===== config.mk =====
export PLATFORM = sky130hd
export DESIGN_NAME = cmp_event_unit
export DESIGN_NICKNAME = d
export VERILOG_FILES = /design/src/rtl/cmp_event_pkg.sv /design/src/rtl/cmp_timer.sv /design/src/rtl/cmp_detect.sv /design/src/rtl/cmp_regs.sv /design/src/rtl/cmp_action.sv /design/src/rtl/cmp_event_unit.sv
export SDC_FILE = /design/constraint.sdc
export NUM_CORES = 1
export LEC_CHECK = 0
export BUFFER_PORTS_ARGS = -buffer_cell sky130_fd_sc_hd__buf_2
export CORE_ASPECT_RATIO = 1.4
export CORE_MARGIN = 3
export CORE_UTILIZATION = 45
export DETAILED_ROUTE_END_ITERATION = 7
export PLACE_DENSITY = 0.73
export REMOVE_ABC_BUFFERS = 1
export SYNTH_ARGS = -nofsm -noshare
export SYNTH_HDL_FRONTEND = slang
export SYNTH_HIERARCHICAL = 1
export SYNTH_SLANG_ARGS = --single-unit

===== constraint.sdc =====
create_clock -name clk -period 2.9 [get_ports clk]
set_input_delay 0.29 -clock clk [delete_from_list [all_inputs] [get_ports clk]]
set_output_delay 0.29 -clock clk [all_outputs]
set_load 0.01 [all_outputs]

===== src/rtl/cmp_event_pkg.sv =====
package cmp_event_pkg;

  localparam int MODE_W = 4;

  typedef enum logic [MODE_W-1:0] {
    MD_OFF     = 4'b0000,
    MD_TOGGLE  = 4'b0010,
    MD_SET     = 4'b1000,
    MD_CLEAR   = 4'b1001,
    MD_SOFTIRQ = 4'b1010,
    MD_TRIGGER = 4'b1011
  } cmp_mode_e;

  typedef struct packed {
    logic drive;
    logic toggle;
    logic set;
    logic clear;
    logic irq;
    logic trig;
  } act_s;

  function automatic act_s decode_mode(input logic [MODE_W-1:0] m);
    act_s a;
    a = '0;
    case (m)
      MD_TOGGLE:  begin a.drive = 1'b1; a.toggle = 1'b1; a.irq = 1'b1; end
      MD_SET:     begin a.drive = 1'b1; a.set    = 1'b1; a.irq = 1'b1; end
      MD_CLEAR:   begin a.drive = 1'b1; a.clear  = 1'b1; a.irq = 1'b1; end
      MD_SOFTIRQ: begin a.irq = 1'b1; end
      MD_TRIGGER: begin a.irq = 1'b1; a.trig = 1'b1; end
      default:    a = '0;
    endcase
    return a;
  endfunction

endpackage


===== src/rtl/cmp_timer.sv =====
module cmp_timer #(
  parameter int TW = 16
) (
  input  logic          clk,
  input  logic          rst,
  input  logic          tick,
  input  logic          clr,
  output logic [TW-1:0] count_q,
  output logic          wrap_q
);

  localparam logic [TW-1:0] CNT_MAX = '1;

  always_ff @(posedge clk) begin
    if (rst) begin
      count_q <= '0;
      wrap_q  <= 1'b0;
    end else begin
      wrap_q <= tick && !clr && (count_q == CNT_MAX);
      if (tick) begin
        if (clr) count_q <= '0;
        else     count_q <= count_q + 1'b1;
      end
    end
  end

endmodule


===== src/rtl/cmp_detect.sv =====
module cmp_detect #(
  parameter int TW  = 16,
  parameter int SLW = 4
) (
  input  logic          clk,
  input  logic          rst,
  input  logic [TW-1:0] count,
  input  logic [TW-1:0] cmp,
  output logic          rise
);

  localparam int NSL = (TW + SLW - 1) / SLW;

  logic [NSL-1:0] sl_eq;
  logic           eq;
  logic           eq_d;

  for (genvar i = 0; i < NSL; i++) begin : g_slice
    localparam int LO = i * SLW;
    localparam int HI = (LO + SLW > TW) ? TW - 1 : LO + SLW - 1;
    assign sl_eq[i] = (count[HI:LO] == cmp[HI:LO]);
  end

  assign eq   = &sl_eq;
  assign rise = eq && !eq_d;

  // eq_d starts high so a power-on equality of zero values is not an event
  always_ff @(posedge clk) begin
    if (rst) eq_d <= 1'b1;
    else     eq_d <= eq;
  end

endmodule


===== src/rtl/cmp_regs.sv =====
module cmp_regs
  import cmp_event_pkg::*;
#(
  parameter int TW = 16
) (
  input  logic              clk,
  input  logic              rst,
  input  logic              wr_en,
  input  logic              wr_sel,
  input  logic [TW-1:0]     wr_data,
  output logic [TW-1:0]     cmp_q,
  output logic [MODE_W-1:0] mode_q,
  output logic              drive_q,
  output logic              cmp_wr,
  output logic              mode_clr
);

  logic              mode_wr;
  logic [MODE_W-1:0] new_mode;
  act_s              new_act;

  assign cmp_wr   = wr_en && !wr_sel;
  assign mode_wr  = wr_en && wr_sel;
  assign new_mode = wr_data[MODE_W-1:0];
  assign new_act  = decode_mode(new_mode);
  assign mode_clr = mode_wr && (new_mode == MD_OFF);

  always_ff @(posedge clk) begin
    if (rst) begin
      cmp_q   <= '0;
      mode_q  <= MD_OFF;
      drive_q <= 1'b0;
    end else begin
      if (cmp_wr) cmp_q <= wr_data;
      if (mode_wr) begin
        mode_q  <= new_mode;
        drive_q <= new_act.drive;
      end
    end
  end

endmodule


===== src/rtl/cmp_action.sv =====
module cmp_action
  import cmp_event_pkg::*;
(
  input  logic              clk,
  input  logic              rst,
  input  logic              rise,
  input  logic [MODE_W-1:0] mode_q,
  input  logic              mode_clr,
  input  logic              cmp_wr,
  input  logic              tick,
  input  logic              adc_en,
  output logic              pin_q,
  output logic              flag_q,
  output logic              adc_q,
  output logic              tmr_clr
);

  act_s act;
  logic hit;
  logic hit_trig;
  logic pend_q;
  logic pending;

  assign act      = decode_mode(mode_q);
  assign hit      = rise && act.irq;
  assign hit_trig = rise && act.trig;
  assign pending  = (pend_q || hit_trig) && !cmp_wr;
  assign tmr_clr  = tick && pending;

  always_ff @(posedge clk) begin
    if (rst) begin
      pin_q  <= 1'b0;
      flag_q <= 1'b0;
      adc_q  <= 1'b0;
      pend_q <= 1'b0;
    end else begin
      flag_q <= hit;
      adc_q  <= hit_trig && adc_en;
      pend_q <= pending && !tick;
      if (mode_clr)                pin_q <= 1'b0;
      else if (hit && act.set)     pin_q <= 1'b1;
      else if (hit && act.clear)   pin_q <= 1'b0;
      else if (hit && act.toggle)  pin_q <= !pin_q;
    end
  end

endmodule


===== src/rtl/cmp_event_unit.sv =====
module cmp_event_unit
  import cmp_event_pkg::*;
#(
  parameter int TMR_W = 16,
  parameter int CMP_SLICE = 4
) (
  input  logic             clk,
  input  logic             rst,
  input  logic             tick_i,
  input  logic             wr_en_i,
  input  logic             wr_sel_i,
  input  logic [TMR_W-1:0] wr_data_i,
  input  logic             adc_en_i,
  output logic [TMR_W-1:0] timer_o,
  output logic             tmr_wrap_o,
  output logic             pin_o,
  output logic             pin_oe_o,
  output logic             cmp_flag_o,
  output logic             adc_start_o
);

  logic [TMR_W-1:0]  cmp_q;
  logic [MODE_W-1:0] mode_q;
  logic              cmp_wr;
  logic              mode_clr;
  logic              rise;
  logic              tmr_clr;

  cmp_regs #(.TW(TMR_W)) u_regs (
    .clk      (clk),
    .rst      (rst),
    .wr_en    (wr_en_i),
    .wr_sel   (wr_sel_i),
    .wr_data  (wr_data_i),
    .cmp_q    (cmp_q),
    .mode_q   (mode_q),
    .drive_q  (pin_oe_o),
    .cmp_wr   (cmp_wr),
    .mode_clr (mode_clr)
  );

  cmp_timer #(.TW(TMR_W)) u_timer (
    .clk     (clk),
    .rst     (rst),
    .tick    (tick_i),
    .clr     (tmr_clr),
    .count_q (timer_o),
    .wrap_q  (tmr_wrap_o)
  );

  cmp_detect #(.TW(TMR_W), .SLW(CMP_SLICE)) u_detect (
    .clk   (clk),
    .rst   (rst),
    .count (timer_o),
    .cmp   (cmp_q),
    .rise  (rise)
  );

  cmp_action u_action (
    .clk      (clk),
    .rst      (rst),
    .rise     (rise),
    .mode_q   (mode_q),
    .mode_clr (mode_clr),
    .cmp_wr   (cmp_wr),
    .tick     (tick_i),
    .adc_en   (adc_en_i),
    .pin_q    (pin_o),
    .flag_q   (cmp_flag_o),
    .adc_q    (adc_start_o),
    .tmr_clr  (tmr_clr)
  );

endmodule


==> results by stage, run 1 <==
Outcome:
- The flow ran to the end, and the final reports show no timing, DRC or antenna violations.

Min path:
- The worst min-delay path category is in -> reg.

Yosys:
- The primary flip-flop cell chosen by synthesis mapping is dfxtp_1.
- The distinct cell type count of the synthesized netlist is 46.
- Of all flip-flops after synthesis, the portion carrying an async set or reset was 0%.
- By area the synthesized netlist is led by dfxtp_1 (43%), xor2_1 (10%), nand2_1 (8.4%).
- Synthesis produced a netlist whose cell count is 232.
- After synthesis the netlist holds a flip-flop and latch count of 43.
- In this run the biggest area consumer among cell types represents a little over two fifths of the synthesized area.
- The synthesized design spends more area on one cell type than any other, namely dfxtp_1.
- The number of enable-type register cells in the synthesized netlist is 0.
- The number of synthesis warnings is 6.
- Summing every instance area after synthesis gives just over 2000 um^2.
- The mean instance size in the synthesized netlist is 8.70 um^2.
- The share of the Yosys chip area taken by registers is 42.7%.

Placement:
- The final weighted congestion in routability-driven placement is 0.810.
- The HPWL after detailed placement is 3.44 mm.
- Port buffering added 42 buffers.

Timing:
- For this run, the top clock speed supported by timing is 382 MHz.
- The final hold slack is 0.234 ns.
- Clock skew on the completed layout was measured at 0.00424 ns.
- The transition time of the tightest slew-check pin is 0.402 ns.
- In this run the tightest slew margin relative to its limit is 73.1%.
- In the final timing run, aggregate negative setup slack is 0 ns.
- The total count of hold-check failures in the final report is 0.
- Setup repair after global routing left no endpoint under its margin.
- Setup violations remaining at the end of the flow were counted as 0.
- The routed design could run at a clock period as short as approximately 2.6 ns.
- The final critical path takes up 90.3% of the cycle.
- The final-report max-slew violation count is 0.

Power:
- The maximum ir drop on the vdd rail is around 0.00035 V.
- The power density over the cells is slightly below 500 nW/um^2.
- The leakage component of the power is 1.04 nW.

Clock network:
- TritonCTS built the clock tree.
- The number of gates resized after CTS was 0.
- After clock tree synthesis, the flow added hold-fix buffers numbering 0.
- At the later pin of the worst-skew pair, clock insertion delay measures 0.29 ns.
- The cell at the root of the clock tree is clkbuf_8.
- The post-CTS setup buffer count is 0.
- The TritonCTS sink count is 43.
- The number of clock buffers added by TritonCTS is 5.
- The number of levels the H-tree was split into is 2.
- After clock tree synthesis, the clock-pin slew on the worst setup and hold paths is 0.08 ns.
- The number of buffers on the longest clock path is 2.

Routing:
- The first TritonRoute pass finished after 6 iterations.
- The post-detailed-route count of antenna-violating nets is 0.
- For this run, design rule violations remaining after detail routing come to 0.
- After detailed routing, the number of vias per cell comes to 5.33.
- The per-cell routed wire length is 13.9 um.
- The detailed-route wire length is 4.68 mm.
- The violation count after the first detailed-routing iteration is 69.
- The routed layout has 1795 vias.

Final layout:
- In the layout the commonest cells are nand2_1 (45), dfxtp_1 (43), buf_2 (42).
- The number of antenna cells inserted is 0.
- In the final layout, the share of cells above drive strength 1 is around a quarter.
- The synthesis-to-finish area growth is 17.1%.
- The library cell used most frequently in the layout, excluding fill and tap cells, is nand2_1.
- After the last flow step, the layout net total stands at between 200 and 300.

Setup path:
- The worst setup path is launched from a register.
- The element type at the critical path end is a register.
- The slowest stage cell on the critical path is dfxtp_1.
- The worst path arrival time is ~2.8 ns.
- The largest fanout on the critical path is 11.
- The required time at the worst-slack endpoint is 3.09 ns.
- The delay of the slowest cell on the worst path is 0.50 ns.
- Together, buffers and inverters on the worst path number 1.
- The cell family contributing the most delay on the critical path is simple AND/OR/NAND/NOR gates.
- The critical path goes through xor2_1 -> nor4_1 -> nand4_1 -> nor2_1 -> and2b_2 -> a41oi_1 -> nor3b_1 -> buf_4 -> a21o_1 -> o21ba_2.
- The type of the setup path with the least slack is reg -> reg.

Floorplan:
- The core region is 4270 um^2.
- The number of placement rows is 28.
- The floorplan step defined a die boundary enclosing 5340 um^2.
- The x dimension of the die is roughly 63 um.
- The initial utilization of the core area, before any placement, comes to roughly 47%.
- The number of top-level pins is 43.
- The floorplan step set the die height to 85.2 um.

Global route:
- The first global-routing pass estimated around 8 mm of wire.
- For this run, the total global-route usage over all layers was measured as 18.9%.
- The number of global-route vias before repair is ~1800.
- The initial antenna violation count came to 0.
- The maximum number of pins on one net before global-route repair is 24.
- The total overflow reported by the global router is 0.

Flow run:
- The reported max-cap violation count is 0.
[registers in the layout, indices dropped and copies added, names as in the netlist]
| signal | cells |
|---|---|
| u_detect/eq_d | 1 |
| u_regs/drive_q | 1 |
| u_action/pend_q | 1 |
| u_action/adc_q | 1 |
| u_timer/count_q | 16 |
| u_timer/wrap_q | 1 |
| u_regs/mode_q | 4 |
| u_regs/cmp_q | 16 |
| u_action/pin_q | 1 |
| u_action/flag_q | 1 |
[cells in the mapped netlist (2+ instances only)]
cell      instances
or3_1             2
nand2b_1          3
a41oi_1           2
o41ai_1           2
nor3_1            2
buf_8             2
and3_1            2
a22oi_1           3
nor4_1            5
clkbuf_1          3
nand3_1           7
nand2_1          45
o21ai_0           6
clkbuf_2          2
nor2b_1           3
nor2_1           14
xor2_1           23
and4_1            2
nor3b_1           2
dfxtp_1          43
nand4_1           6
a21oi_2           5
a21oi_1          21
inv_1             3
nor4b_1           2
buf_6             2
[power breakdown]
part	switching (mW)	internal, mW
clock	0.192	0.217
sequential	0.0159	0.608
combinational	0.0594	0.0440
[cells by family (layout without fill, tap and decap cells)]
| logic type | Yosys count | in the layout | share of synthesized area [%] |
|---|---|---|---|
| and+or+nand+nor | 103 | 103 | 26.3 |
| AOI/OAI and AO/OA | 45 | 45 | 14.2 |
| xor gates and xnor gates | 24 | 24 | 10.4 |
| adders and majority gates | 1 | 1 | 0.620 |
| muxes | 1 | 1 | 0.496 |
| DFF | 43 | 43 | 42.7 |
| buffers and inverters | 15 | 60 | 5.33 |
[worst paths after layout]
path                                         start                   to  slack (ns)  cells after the start
worst max-delay path            u_timer/count_q[4]  u_timer/count_q[11]        0.28                     10
worst min-delay path                  wr_data_i[5]      u_regs/cmp_q[5]        0.23                      3
worst max register to register  u_timer/count_q[4]  u_timer/count_q[11]        0.28                     10
worst min register to register    u_regs/cmp_q[15]     u_regs/cmp_q[15]        0.47                      2
[area by class of cell]
cell class              count  area [um^2]
flip-flops and latches     43          861
inverters                   4         22.5
repair buffers             48          255
clock buffers               8          100
fillers                   439         1910
multi-input cells         174         1050
well taps                  60         75.1
[metrics by stage]
| stage | utilization, % | setup slack [ns] | instances | power [mW] | cell area [um^2] |
|---|---|---|---|---|---|
| 4_1_cts | 55.3 | 0.263 | 337 | 1.15 | 2360 |
| 5_1_grt | 55.3 | 0.0151 | 337 | 1.19 | 2360 |
| 3_3_place_gp | 53.0 | 0.422 | 329 | 0.739 | 2260 |
| 6_report | 55.3 | 0.281 | 337 | 1.14 | 2360 |
| 3_5_place_dp | 53.0 | 0.291 | 329 | 0.741 | 2260 |
| 2_1_floorplan | - | 0.407 | 221 | 0.692 | 1930 |
[worst reg2reg max path: stages, from the launching register on]
cell and delay [ns]:
dfxtp_1 0.50, xor2_1 0.11, nor4_1 0.30, nand4_1 0.19, nor2_1 0.11, and2b_2 0.20, a41oi_1 0.15, nor3b_1 0.22
buf_4 0.18, a21o_1 0.36, o21ba_2 0.22
[routing by layer]
| layer | part of all wire [%] | GRT usage, % | vias to the layer above |
|---|---|---|---|
| li1 | - | - | 895 |
| met1 | 43 | 21.5 | 826 |
| met2 | 50 | 33.8 | 62 |
| met3 | 4.5 | 3.97 | 12 |
| met4 | 2.2 | 8.43 | 0 |
| met5 | 0 | 0 | - |
Power figures use the tool's default switching activity.
==> run 2, diff against run 1 <==
- CORE_MARGIN: 3 -> 2
==> run 2 against run 1 <==
Against the previous run: core utilization is 0.26 points higher; total power up 1.2%; global-route usage grew 1.2 points; sequential share of layout area decreased by 0.17 points; flip-flop and latch count did not move; largest cell class unchanged; maximum frequency rose by 0.21%; worst setup slack better by 0.0056 ns; worst hold slack lost 0.0072 ns; die area down 5.5%; highest routed layer unchanged.
==> results by stage, run 2 (synthesis gave the netlist of run 1 again) <==
Min path:
- The worst min-delay path category is in -> reg.

Clock network:
- The number of levels the H-tree was split into is 2 (unchanged).
- The cell at the root of the clock tree is clkbuf_8.
- The post-CTS setup buffer count is 0 (unchanged).
- The total clock buffers created by CTS is 5 (unchanged).
- The number of gates resized after CTS was 0 (unchanged).
- The cts-stage hold buffer count is 0 (unchanged).
- The clock latency at the later pin of the worst-skew pair is 0.30 ns (about the same).
- The number of buffers on the longest clock path is 2 (unchanged).
- The TritonCTS sink count came to 43 (unchanged).
- TritonCTS built the clock tree.
- The clock-pin slew on the worst setup and hold paths is 0.08 ns (about the same).

Floorplan:
- The overall die height is 83.2 um (-2.3%).
- The number of placement rows is 28 (unchanged).
- The number of top-level pins is 43 (unchanged).
- The starting utilization of the core area is 47.2% (unchanged).
- The die area is 5040 um^2 (-5.5%).
- The placeable core area is 4270 um^2 (unchanged).
- The x dimension of the die was 60.6 um (-3.2%).

Final layout:
- The number of filler instances in the final layout was 434 (-1.1%).
- The final standard cell utilization of the core is 55.6% (+0.26 points).
- The number of antenna cells inserted came to 0 (unchanged).
- From synthesis to final layout, the design area changed by 17.7%.
- The post-layout instance area is 2370 um^2 (+0.48%).
- The library cells used most frequently in the layout, excluding fill and tap cells, are nand2_1 (45), dfxtp_1 (43), buf_2 (42).
- The number of nets in the layout is 300 (+0.33%).
- The fraction of layout cells with a size suffix above 1 came to 24.5% (+0.63 points).
- The non-filler instance count after layout is 338 (+0.30%).
- The most common library cell in the layout ignoring fill and taps is nand2_1.
- In the final layout, the registers with the most flip-flops are u_regs/cmp_q x16, u_timer/count_q x16, u_regs/mode_q x4.

Setup path:
- The element type at the critical path end is a register.
- By startpoint and endpoint, the worst setup path is classified as reg -> reg.
- The worst path arrival time is 2.82 ns (about the same).
- The worst setup path is launched from a register.
- The required time at the worst-slack endpoint is 3.11 ns (+0.02 ns).
- The largest fanout on the critical path is 10 (-1).

Global route:
- The number of global-route vias before repair is 1747 (-4.1%).
- The first-pass GRT wire length is 7.99 mm (-1.9%).
- The total global routing track utilization is 20.2% (+1.2 points).
- The maximum number of pins on one net before global-route repair came to 22 (-8.3%).
- The initial antenna violation count was 0 (unchanged).
- The total overflow reported by the global router is 0 (unchanged).

Placement:
- The final weighted congestion in routability-driven placement came to 0.807 (-0.40%).
- The setup slack at placement is 0.362 ns (+0.0703 ns).
- The total half-perimeter wirelength after legalization and detailed placement is 3.41 mm (-0.78%).
- The placed instance area is 2270 um^2 (+0.33%).
- The number of cells in the design after placement was 330 (+0.30%).
- The number of buffer cells added on primary ports is 42 (unchanged).

Power:
- The power density over the cells is 485 nW/um^2 (+0.76%).
- The maximum ir drop on the vdd rail is 0.000378 V (+8.7%).
- The leakage component of the power was 1.04 nW (+0.43%).

Timing:
- The share of the clock period used by the worst path is 90.1% (-0.19 points).
- The normalized max-slew margin was 72.3% (-0.88 points).
- The summed negative setup slack over all endpoints was 0 ns (unchanged).
- The final worst-path setup slack is 0.287 ns (+0.00558 ns).
- The worst clock skew is 0.00682 ns (+0.00258 ns).
- The final critical delay including setup and external delays came to 2.61 ns (-0.00558 ns).
- The transition time of the tightest slew-check pin is 0.416 ns (+0.0131 ns).
- Setup repair after global routing left no endpoint under its margin.
- The highest clock rate is 383 MHz (+0.21%).
- The total of endpoints with negative setup slack in the final report was 0 (unchanged).
- The final-report max-slew violation count came to 0 (unchanged).
- The total count of hold-check failures in the final report is 0 (unchanged).

Outcome:
- The run finished with clean final reports.

Routing:
- The first-pass iteration count of the detailed router is 4 (-2).
- The detailed-route wire length is 4.72 mm (+0.90%).
- The violation count after the first detailed-routing iteration is 100 (+45%).
- The post-route DRC violation count is 0 (unchanged).
- The via density per instance was 5.34 (+0.20%).
- The via count is 1804 (+0.50%).
- The per-cell routed wire length is 14.0 um (+0.60%).
- The post-detailed-route count of antenna-violating nets was 0 (unchanged).

Flow run:
- The reported max-cap violation count is 0 (unchanged).
## run 2: changes by cell type in the layout (fill, tap and decap cells not counted)
cell,previous run,this run
buf_4,6,7
clkbuf_1,1,0
clkinvlp_4,0,1
## run 2: power breakdown
group	internal, mW	switching, mW	total (mW)
Sequential	0.608	0.0157	0.624
Combinational	0.0439	0.0596	0.103
Clock	0.217	0.207	0.424
## run 2: path summary, 6_finish.rpt
kind / depth (start not counted) / slack, ns / endpoint / startpoint
max: 12 / 0.29 / u_timer/count_q[5] / u_timer/count_q[7]
max reg2reg: 12 / 0.29 / u_timer/count_q[5] / u_timer/count_q[7]
min reg2reg: 2 / 0.47 / u_regs/mode_q[2] / u_regs/mode_q[2]
min: 3 / 0.23 / u_regs/cmp_q[6] / wr_data_i[6]
## run 2: area by class of cell
| cell class | instances | area, um^2 | area share [%] |
|---|---|---|---|
| clock buffers | 7 | 96.3 | 4.06 |
| flip-flops and latches | 43 | 861 | 36.2 |
| well taps | 60 | 75.1 | 3.16 |
| clock inverters | 1 | 7.51 | 0.316 |
| multi-input cells | 174 | 1050 | 44.2 |
| inverters | 4 | 22.5 | 0.948 |
| repair buffers | 49 | 263 | 11.1 |
## run 2: critical path, stage by stage, from the launching register on
cell      delay [ns]
dfxtp_1         0.58
xor2_1          0.19
nor4_1          0.06
nand4_1         0.13
nor2_1          0.06
and2b_2         0.22
a41oi_1         0.25
nor3b_1         0.08
buf_4           0.17
nor2b_1         0.22
nand4_1         0.18
nor2b_1         0.18
a311oi_1        0.22
## run 2: per-stage QoR
| step | power [mW] | hold WS (ns) |
|---|---|---|
| 2_1_floorplan | 0.692 | 0.352 |
| 5_1_grt | 1.19 | 0.234 |
| 3_3_place_gp | 0.739 | 0.446 |
| 3_5_place_dp | 0.741 | 0.447 |
| 4_1_cts | 1.16 | 0.219 |
| 6_report | 1.15 | 0.227 |
## run 2: routing by layer
metal / GRT usage, % / up-vias / routed length, um
li1: - / 891 / -
met1: 26.3 / 832 / 2010
met2: 32.5 / 73 / 2420
met3: 3.74 / 8 / 215
met4: 7.11 / 0 / 74
met5: 0 / - / 0
